**config.mk**
```make
export PLATFORM = sky130hd
export DESIGN_NAME = irq_ack_chain
export DESIGN_NICKNAME = d
export VERILOG_FILES = /design/src/rtl/irq_ack_pkg.sv /design/src/rtl/ack_sel_decode.sv /design/src/rtl/chain_stage.sv /design/src/rtl/response_capture.sv /design/src/rtl/irq_ack_chain.sv
export SDC_FILE = /design/constraint.sdc
export NUM_CORES = 1
export LEC_CHECK = 0
export ABC_AREA = 1
export BUFFER_PORTS_ARGS = -buffer_cell sky130_fd_sc_hd__buf_2
export CORE_ASPECT_RATIO = 1.25
export CORE_MARGIN = 2
export CORE_UTILIZATION = 35
export DETAILED_ROUTE_END_ITERATION = 16
export PLACE_DENSITY = 0.76
export REMOVE_ABC_BUFFERS = 1
export SYNTH_ARGS = -nofsm -noshare
export SYNTH_HDL_FRONTEND = slang
export SYNTH_SLANG_ARGS = --single-unit
```
**constraint.sdc**
```tcl
create_clock -name clk -period 1.15 [get_ports clk]
set_input_delay 0.0575 -clock clk [delete_from_list [all_inputs] [get_ports clk]]
set_output_delay 0.0575 -clock clk [all_outputs]
set_load 0.05 [all_outputs]
```
**src/rtl/irq_ack_pkg.sv**
```systemverilog
// Shared constants and types for the interrupt acknowledge chain.
// Assumes a 32-bit acknowledge address whose selection field is [13:8].
package irq_ack_pkg;

    localparam int ACK_ADDR_W = 32;
    localparam int SEL_LSB    = 8;
    localparam int SEL_W      = 6;

    // Condition code returned with every response.
    typedef enum logic [1:0] {
        CC_NONE     = 2'b00,
        CC_FOUND    = 2'b01,
        CC_RESERVED = 2'b10
    } ack_cc_e;

endpackage

```
**src/rtl/ack_sel_decode.sv**
```systemverilog
// Classifies an acknowledge cycle as standard or reserved.
// Assumes the caller passes only the selection field; other address
// bits take no part in the decision.
module ack_sel_decode
    import irq_ack_pkg::*;
(
    input  logic             ack_valid_i,
    input  logic [SEL_W-1:0] sel_field_i,
    output logic             std_ack_o,
    output logic             rsv_ack_o
);

    // Standard only for an all-zero selection field, reserved otherwise.
    always_comb begin
        std_ack_o = ack_valid_i && (sel_field_i == '0);
        rsv_ack_o = ack_valid_i && (sel_field_i != '0);
    end

endmodule

```
**src/rtl/chain_stage.sv**
```systemverilog
// One position of the priority chain: holds the pending flag and status
// of the source mapped to it, answers when priority reaches it during a
// standard acknowledge, and passes priority on only when idle.
// Assumes set_i and status_i are synchronous to clk.
module chain_stage #(
    parameter int STAT_W  = 4,
    parameter int UADDR_W = 8,
    localparam int WORD_W = UADDR_W + STAT_W
) (
    input  logic               clk,
    input  logic               rst_n,
    input  logic               pri_in_i,
    input  logic               ack_std_i,
    input  logic               set_i,
    input  logic [STAT_W-1:0]  status_i,
    input  logic [UADDR_W-1:0] unit_addr_i,
    output logic               pri_out_o,
    output logic               grant_o,
    output logic [WORD_W-1:0]  word_o
);

    logic              pending_q;
    logic [STAT_W-1:0] status_q;

    // Grant and priority pass-through for this position.
    always_comb begin
        grant_o   = pri_in_i && pending_q && ack_std_i;
        pri_out_o = pri_in_i && !pending_q;
        word_o    = grant_o ? {unit_addr_i, status_q} : '0;
    end

    // Pending flag and status: grant clears, a new set overrides.
    always_ff @(posedge clk) begin
        if (!rst_n) begin
            pending_q <= 1'b0;
            status_q  <= '0;
        end else begin
            if (grant_o) begin
                pending_q <= 1'b0;
            end
            if (set_i) begin
                pending_q <= 1'b1;
                status_q  <= status_i;
            end
        end
    end

    // an answered request without a fresh set is gone next cycle.
    a_r7_clear_on_grant: assert property (@(posedge clk) disable iff (!rst_n)
        grant_o && !set_i |=> !pending_q);

    // a set leaves the stage pending with the offered status.
    a_r2_capture: assert property (@(posedge clk) disable iff (!rst_n)
        set_i |=> pending_q && (status_q == $past(status_i)));

    // a stage without a standard acknowledge keeps its request.
    a_r4_hold_without_std: assert property (@(posedge clk) disable iff (!rst_n)
        pending_q && !ack_std_i |=> pending_q);

endmodule

```
**src/rtl/response_capture.sv**
```systemverilog
// Registers the response of an acknowledge: validity, condition code,
// data word, and the register-write strobe with its register number.
// Assumes the data word is already zero when no stage answered.
module response_capture
    import irq_ack_pkg::*;
#(
    parameter int DATA_W = 12,
    parameter int RF_W   = 4
) (
    input  logic              clk,
    input  logic              rst_n,
    input  logic              std_ack_i,
    input  logic              rsv_ack_i,
    input  logic              any_grant_i,
    input  logic [DATA_W-1:0] word_i,
    input  logic [RF_W-1:0]   rfield_i,
    output logic              rsp_valid_o,
    output ack_cc_e           rsp_cc_o,
    output logic [DATA_W-1:0] rsp_data_o,
    output logic              rsp_wr_en_o,
    output logic [RF_W-1:0]   rsp_wr_reg_o
);

    // Response registers, all zero between acknowledges.
    always_ff @(posedge clk) begin
        if (!rst_n) begin
            rsp_valid_o  <= 1'b0;
            rsp_cc_o     <= CC_NONE;
            rsp_data_o   <= '0;
            rsp_wr_en_o  <= 1'b0;
            rsp_wr_reg_o <= '0;
        end else if (std_ack_i) begin
            rsp_valid_o  <= 1'b1;
            rsp_cc_o     <= any_grant_i ? CC_FOUND : CC_NONE;
            rsp_data_o   <= word_i;
            rsp_wr_en_o  <= (rfield_i != '0);
            rsp_wr_reg_o <= rfield_i;
        end else if (rsv_ack_i) begin
            rsp_valid_o  <= 1'b1;
            rsp_cc_o     <= CC_RESERVED;
            rsp_data_o   <= '0;
            rsp_wr_en_o  <= 1'b0;
            rsp_wr_reg_o <= '0;
        end else begin
            rsp_valid_o  <= 1'b0;
            rsp_cc_o     <= CC_NONE;
            rsp_data_o   <= '0;
            rsp_wr_en_o  <= 1'b0;
            rsp_wr_reg_o <= '0;
        end
    end

    // a reserved cycle writes nothing and returns no data.
    a_r4_reserved_quiet: assert property (@(posedge clk) disable iff (!rst_n)
        rsp_valid_o && (rsp_cc_o == CC_RESERVED) |-> !rsp_wr_en_o && (rsp_data_o == '0));

    // nothing answered means zero data.
    a_r8_none_zero: assert property (@(posedge clk) disable iff (!rst_n)
        rsp_cc_o == CC_NONE |-> rsp_data_o == '0);

    // the write strobe needs a response and a nonzero register.
    a_r9_write_needs_reg: assert property (@(posedge clk) disable iff (!rst_n)
        rsp_wr_en_o |-> rsp_valid_o && (rsp_wr_reg_o != '0));

    // a response appears only after an acknowledge.
    a_r9_valid_follows_ack: assert property (@(posedge clk) disable iff (!rst_n)
        (std_ack_i || rsv_ack_i) |=> rsp_valid_o);

endmodule

```
**src/rtl/irq_ack_chain.sv**
```systemverilog
// Interrupt acknowledge responder built from a configurable priority
// chain. Position p of the chain serves source CHAIN_MAP[p]; position 0
// is highest. Assumes CHAIN_MAP is a permutation of 0..N_STAGES-1 and
// that unit_addr_i is static configuration.
module irq_ack_chain
    import irq_ack_pkg::*;
#(
    parameter int N_STAGES = 4,
    parameter int STAT_W   = 4,
    parameter int UADDR_W  = 8,
    parameter int RF_W     = 4,
    parameter int IDX_W    = $clog2(N_STAGES),
    parameter logic [N_STAGES*IDX_W-1:0] CHAIN_MAP = 8'h72
) (
    input  logic                          clk,
    input  logic                          rst_n,
    input  logic [N_STAGES-1:0]           req_set_i,
    input  logic [N_STAGES*STAT_W-1:0]    req_status_i,
    input  logic [N_STAGES*UADDR_W-1:0]   unit_addr_i,
    input  logic                          ack_valid_i,
    input  logic [ACK_ADDR_W-1:0]         ack_addr_i,
    input  logic [RF_W-1:0]               ack_rfield_i,
    output logic                          rsp_valid_o,
    output logic [1:0]                    rsp_cc_o,
    output logic [UADDR_W+STAT_W-1:0]     rsp_data_o,
    output logic                          rsp_wr_en_o,
    output logic [RF_W-1:0]               rsp_wr_reg_o,
    output logic                          chain_pass_o
);

    localparam int DATA_W = UADDR_W + STAT_W;

    logic                std_ack;
    logic                rsv_ack;
    logic [N_STAGES:0]   pri;
    logic [N_STAGES-1:0] grant_pos;
    logic [DATA_W-1:0]   word_pos [N_STAGES];
    logic [DATA_W-1:0]   word_or;
    logic                any_grant;
    ack_cc_e             cc_q;
    logic                unused_addr_bits;

    assign unused_addr_bits = ^{ack_addr_i[ACK_ADDR_W-1:SEL_LSB+SEL_W], ack_addr_i[SEL_LSB-1:0]};

    ack_sel_decode u_decode (
        .ack_valid_i (ack_valid_i),
        .sel_field_i (ack_addr_i[SEL_LSB +: SEL_W]),
        .std_ack_o   (std_ack),
        .rsv_ack_o   (rsv_ack)
    );

    assign pri[0] = 1'b1;

    for (genvar p = 0; p < N_STAGES; p++) begin : g_pos
        localparam int SRC = int'(CHAIN_MAP[p*IDX_W +: IDX_W]);
        chain_stage #(
            .STAT_W  (STAT_W),
            .UADDR_W (UADDR_W)
        ) u_stage (
            .clk         (clk),
            .rst_n       (rst_n),
            .pri_in_i    (pri[p]),
            .ack_std_i   (std_ack),
            .set_i       (req_set_i[SRC]),
            .status_i    (req_status_i[SRC*STAT_W +: STAT_W]),
            .unit_addr_i (unit_addr_i[SRC*UADDR_W +: UADDR_W]),
            .pri_out_o   (pri[p+1]),
            .grant_o     (grant_pos[p]),
            .word_o      (word_pos[p])
        );
    end

    // Merge the per-position words; at most one is nonzero.
    always_comb begin
        word_or = '0;
        for (int p = 0; p < N_STAGES; p++) begin
            word_or = word_or | word_pos[p];
        end
        any_grant = |grant_pos;
    end

    response_capture #(
        .DATA_W (DATA_W),
        .RF_W   (RF_W)
    ) u_capture (
        .clk          (clk),
        .rst_n        (rst_n),
        .std_ack_i    (std_ack),
        .rsv_ack_i    (rsv_ack),
        .any_grant_i  (any_grant),
        .word_i       (word_or),
        .rfield_i     (ack_rfield_i),
        .rsp_valid_o  (rsp_valid_o),
        .rsp_cc_o     (cc_q),
        .rsp_data_o   (rsp_data_o),
        .rsp_wr_en_o  (rsp_wr_en_o),
        .rsp_wr_reg_o (rsp_wr_reg_o)
    );

    assign rsp_cc_o     = cc_q;
    assign chain_pass_o = pri[N_STAGES];

    // never more than one responder.
    a_r5_single_responder: assert property (@(posedge clk) disable iff (!rst_n)
        $onehot0(grant_pos));

    // a reserved selection grants nobody.
    a_r4_no_grant_reserved: assert property (@(posedge clk) disable iff (!rst_n)
        rsv_ack |-> grant_pos == '0);

    // a standard acknowledge answers whenever anything is pending.
    a_r5_answer_if_pending: assert property (@(posedge clk) disable iff (!rst_n)
        std_ack && !chain_pass_o |-> any_grant);

    // a found response carries a nonzero-source word from the chain.
    a_r6_found_follows_grant: assert property (@(posedge clk) disable iff (!rst_n)
        any_grant |=> rsp_valid_o && (rsp_cc_o == 2'b01));

endmodule

```
# After elaboration in Yosys (flattened, before gate mapping)
# Cells that the tools add are included.
dict set report totals {
  reg_bits 40
  out_inout_bits 21
  wordCells 58
}
dict set report op_classes {
  n_bitwise 3
  reduce_logical 25
  mux 17
}
# op n
set op_table {}
lappend op_table {{two-way mux 12 bit} 4}
lappend op_table {{bitwise OR 12 bit} 3}
lappend op_table {{logical AND 1 bit} 12}
lappend op_table {{two-way mux 1 bit} 11}
lappend op_table {{nonzero test 2 bit} 4}
lappend op_table {{logical NOT 6 bit} 1}
lappend op_table {{nonzero test 6 bit} 1}
lappend op_table {{logical NOT 1 bit} 4}
lappend op_table {{two-way mux 2 bit} 2}
lappend op_table {{nonzero test 4 bit} 1}
lappend op_table {{OR reduction 4 bit} 1}
lappend op_table {{AND reduction 2 bit} 1}

# Longest topological paths before layout
dict set report depth {
  ltp_word 8
  mapped_depth 9
  ltp_nobuf 7
}

# Cells and area by module
# Synthesis repeated with hierarchy kept, for this count alone.
dict set report hier_totals {
  cells_unflattened 303
  area_unflattened_um2 1998.2
}
# mod n_inst area_per_inst_um2 seq_area_each_um2 cells_per_inst
set modules_own_cells {}
lappend modules_own_cells {chain_stage 4 309.0 100.1 48}
lappend modules_own_cells {response_capture 1 580.6 400.4 63}
lappend modules_own_cells {irq_ack_chain 1 150.1 0.0 40}
lappend modules_own_cells {ack_sel_decode 1 31.3 0.0 8}

# Worst setup path after synthesis
# Ideal clock, no wire load.
dict set report synth_timing {
  kind {register -> register}
  from {reg g_pos[0].u_stage.pending_q}
  to {reg u_capture.rsp_cc_o[0]}
  stages_incl_launch_ff 6
  path_buffers 1
  path_slack_ns -0.380
  arrival_time_ns 1.376
  t_required_ns 0.996
  path_cell_list {dfxtp_1 buf_6 nor2_2 nand2_2 nor2_1 nor2_1}
}
dict set report synth_between {
  elab_chain_len 8
}
# element line
set synth_lines {}
lappend synth_lines {{from (decl)} chain_stage.sv:22} ;# logic pending_q;
lappend synth_lines {{from (signal assigned)} chain_stage.sv:35} ;# pending_q <= 1'b0;
lappend synth_lines {{from (signal assigned)} chain_stage.sv:39} ;# pending_q <= 1'b0;
lappend synth_lines {{from (signal assigned)} chain_stage.sv:42} ;# pending_q <= 1'b1;
lappend synth_lines {{logical NOT 1 bit} chain_stage.sv:28} ;# pri_out_o = pri_in_i && !pending_q;
lappend synth_lines {{logical AND 1 bit (2 in series)} chain_stage.sv:28}
lappend synth_lines {{logical AND 1 bit (2 in series)} chain_stage.sv:27} ;# grant_o = pri_in_i && pending_q && ack_std_i;
lappend synth_lines {{OR reduction 4 bit *} irq_ack_chain.sv:79} ;# any_grant = |grant_pos;
lappend synth_lines {{two-way mux 1 bit *} response_capture.sv:34} ;# rsp_cc_o <= any_grant_i ? CC_FOUND : CC_NONE;
lappend synth_lines {{two-way mux 2 bit *} response_capture.sv:32} ;# end else if (std_ack_i) begin
lappend synth_lines {{to (signal assigned)} response_capture.sv:34}
lappend synth_lines {{to (decl)} response_capture.sv:18} ;# output ack_cc_e rsp_cc_o,
# Every way passes the cells marked *; elsewhere a longest branch is shown, timed or not.
# A chain may end at the register's enable or synchronous reset.

# Worst setup path after layout
dict set report layout_timing {
  from {reg g_pos[0].u_stage.pending_q}
  to {reg u_capture.rsp_data_o[0]}
}
dict set report layout_between {
  elab_chain_len 7
}
# element line
set layout_lines {}
lappend layout_lines {{logical NOT 1 bit} chain_stage.sv:28}
lappend layout_lines {{logical AND 1 bit (on tied branches) (2 in series)} {chain_stage.sv:27, chain_stage.sv:28}}
lappend layout_lines {{two-way mux 12 bit or logical AND 1 bit (tied branches)} {chain_stage.sv:29, chain_stage.sv:27}}
lappend layout_lines {{bitwise OR 12 bit, or another cell as far along} irq_ack_chain.sv:77} ;# word_or = word_or | word_pos[p];
lappend layout_lines {{bitwise OR 12 bit or two-way mux 12 bit (tied branches)} {irq_ack_chain.sv:77, chain_stage.sv:29}}
lappend layout_lines {{bitwise OR 12 bit *} irq_ack_chain.sv:77}
lappend layout_lines {{to (signal assigned)} response_capture.sv:35} ;# rsp_data_o <= word_i;
lappend layout_lines {{to (decl)} response_capture.sv:19} ;# output logic [DATA_W-1:0] rsp_data_o,
# Marked as above.

==> results.cfg <==
[yosys]
synth_top_family_by_area = simple AND/OR/NAND/NOR gates
synth_area_sq_mm = 0.00184
syn_area_per_cell_sq_um = 7.51
synth_edf_count = 0
synth-seq-cells = 40
synth_compound_area_frac = 0.0646
synth.area.mux_share = 0
yosys.area_share.adder = 0
ys.flop_type = dfxtp_1
synthArstFlopShare = 0
synth_warnings = 0
synth.yosys.seq_area_share = 0.435
synth_xor_area_frac = 0
synthCells = 245
synth_cell_types = 21
synthSimpleGateAreaFrac = 0.405

[critical_path]
max_stage_delay_ns = 0.37
path_class = flop to flop
crit_fanout = 6
cp-start-kind = flop
crit_buf_inv = 2
critPathTopFamily = simple AND/OR/NAND/NOR gates
endpoint_kind = flop
cp_slowest_cell = dfxtp_4
cp_common_cell = nor2_1
worstPathArrival_ns = 1.42
crit_chain = buf_4 -> nor2_4 -> clkbuf_16 -> nand3_1 -> nand2_1 -> nor2_1 -> nor2_1
cp.required_ns = 1.37

[floorplan]
num_rows = 29
core_area_sq_mm = 0.00508
die_w_um = 68.8
die_area_sq_mm = 0.00585
ios = 112
die_h_um = 85.1
initial_core_util = 0.362

[clock_network]
cts.path.max_buffers = 2
cts_buffers = 5
insertion_delay_ns = 0.30
clockRootBuffer = clkbuf_8
clkSinkCount = 40
clkTransAtPathRegs_ns = 0.07
tritoncts = done
htreeDepth = 2

[power]
leakage_nw = 1.32
power_per_cell_area_mw_per_mm2 = 1040
peakVddDrop_mv = 0.477
totalPowerFinal_mw = 2.80

[drt]
drcViolationCount = 0
routed_wirelength_um = 5110
dr_total_vias = 1955
wl_per_cell_um = 12.4
drtIter0Drc = 55
drt-pass1-iter-count = 4
drtAntennaViolNets = 0
viasPerCell = 4.73

[finish]
drive_gt1_frac = 0.410
nets = 442
diodes = 0
area_growth_pct = 46.4
fillers = 495

[timing]
fin_ws_ns = -0.0480
fmax_mhz = 835
drv_slew = 0
period_needed_ns = 1.20
slew_headroom = 0.764
setup_viol = 5
finalHoldViolations = 2
rsz0062_at_grt = true
skew_ns = 0.0157
worstMarginPinSlew_ns = 0.353
fin_crit_sh = 1.04
whs_ns = -0.00179

[placed_design]
hpwl_um = 3660
place_congestion = 0.875
pre_cts_ws_ns = -0.102
io_buffers = 85

[grt]
antenna_found_initial = 0
overflow = 0
grt_max_degree = 39
grt_pass1_wl_um = 7840
grt_usage = 0.173
grt_pass1_vias = 1857

[run]
maxCapViolCount = 0

[run_status]
status = finished, violations left
violations = negative hold slack, negative setup slack

[min_path]
min_path_type = primary input to flop
-- metal layers --
layer  up-vias  wire (um)  GRT usage
met5         -          0          0
met4         0        136     0.0642
met3        11        408     0.0451
met2        81       2540      0.314
met1       860       2020      0.186
li1       1003          -          -
-- worst register-to-register path, stage by stage (launching register included) --
cell and delay [ns]:
dfxtp_4 0.37, buf_4 0.15, nor2_4 0.14, clkbuf_16 0.17, nand3_1 0.08, nand2_1 0.10, nor2_1 0.05, nor2_1 0.07
-- synth_stat cells (3+ instances only) --
master	n	area (sq um)
nor2_2	7	43.8
nand4_1	12	75.1
inv_2	3	11.3
buf_6	5	56.3
nor2_1	62	233
buf_2	4	20.0
nand3_2	11	110
inv_1	14	52.6
nand3_1	26	130
a21oi_1	4	20.0
nand2_1	30	113
o21ai_0	16	80.1
dfxtp_1	40	801
-- worst paths after layout --
kind	startpoint	end	slack [ns]	cells past startpoint
worst max-delay path	g_pos[0].u_stage.pending_q$_SDFFE_PN0P_	u_capture.rsp_data_o[0]$_SDFF_PN0_	-0.05	7
worst max register to register	g_pos[0].u_stage.pending_q$_SDFFE_PN0P_	u_capture.rsp_data_o[0]$_SDFF_PN0_	-0.05	7
worst min-delay path	req_status_i[14]	g_pos[2].u_stage.status_q[2]$_SDFFE_PN0P_	-0.002	3
worst min register to register	g_pos[2].u_stage.pending_q$_SDFFE_PN0P_	g_pos[2].u_stage.pending_q$_SDFFE_PN0P_	0.46	2
-- area by class of cell --
type | count | area [sq um] | share of cell area
flip-flops and latches | 40 | 808 | 0.300
multi-input cells | 175 | 941 | 0.349
well taps | 62 | 77.6 | 0.0288
clock inverters | 1 | 5.00 | 0.00186
clock buffers | 6 | 72.6 | 0.0270
inverters | 17 | 63.8 | 0.0237
repair buffers | 112 | 724 | 0.269
-- sequential cells by signal (all words and copies together) (netlist names) --
signal and flops:
g_pos.u_stage.pending_q 4, g_pos.u_stage.status_q 16, u_capture.rsp_cc_o 2, u_capture.rsp_data_o 12, u_capture.rsp_valid_o 1, u_capture.rsp_wr_en_o 1
u_capture.rsp_wr_reg_o 4
-- cells in the final DEF (no fill, tap or decap), types with 2 or more instances in the layout --
cell type / n
a21oi_1: 4
buf_12: 2
buf_2: 84
buf_4: 8
buf_6: 3
clkbuf_8: 5
dfxtp_1: 38
dfxtp_4: 2
dlygate4sd3_1: 13
inv_1: 14
inv_2: 3
nand2_1: 30
nand3_1: 15
nand3_2: 22
nand4_1: 12
nor2_1: 61
nor2_2: 5
nor2_4: 4
o21ai_0: 16
o21ai_1: 2
-- power by group --
part / switching [mW] / internal, mW / leakage (nW)
logic: 0.228 / 0.214 / 0.949
registers: 0.0394 / 1.44 / 0.329
clock network: 0.472 / 0.412 / 0.0410
total: 0.740 / 2.06 / 1.32
-- kinds of logic (layout without fill, tap and decap cells) --
group / after synthesis / count (layout)
simple gates: 152 / 152
flops: 40 / 40
buf+inv: 30 / 136
compound gates: 23 / 23
-- per-stage QoR --
stage	utilization	cell area [sq um]	std cells	hold slack [ns]	TNS, ns
2_1_floorplan	-	1730	232	0.190	-7.14
6_report	0.530	2690	413	-0.00179	-0.116
3_5_place_dp	0.457	2320	388	0.288	-0.998
3_3_place_gp	0.457	2320	388	0.281	-0.410
5_1_grt	0.530	2690	413	0.00801	-1.04
4_1_cts	0.512	2600	412	0.000751	-0.0529
-- repair_timing --
item,in CTS,in global routing
setup endpoints to repair,13,13
resized for setup,11,15
pin swaps,3,25
endpoints found under the hold margin,13,0
cloned,0,1
hold buffers,13,0
buffers inserted,4,0
Power figures use the tool's default switching activity.
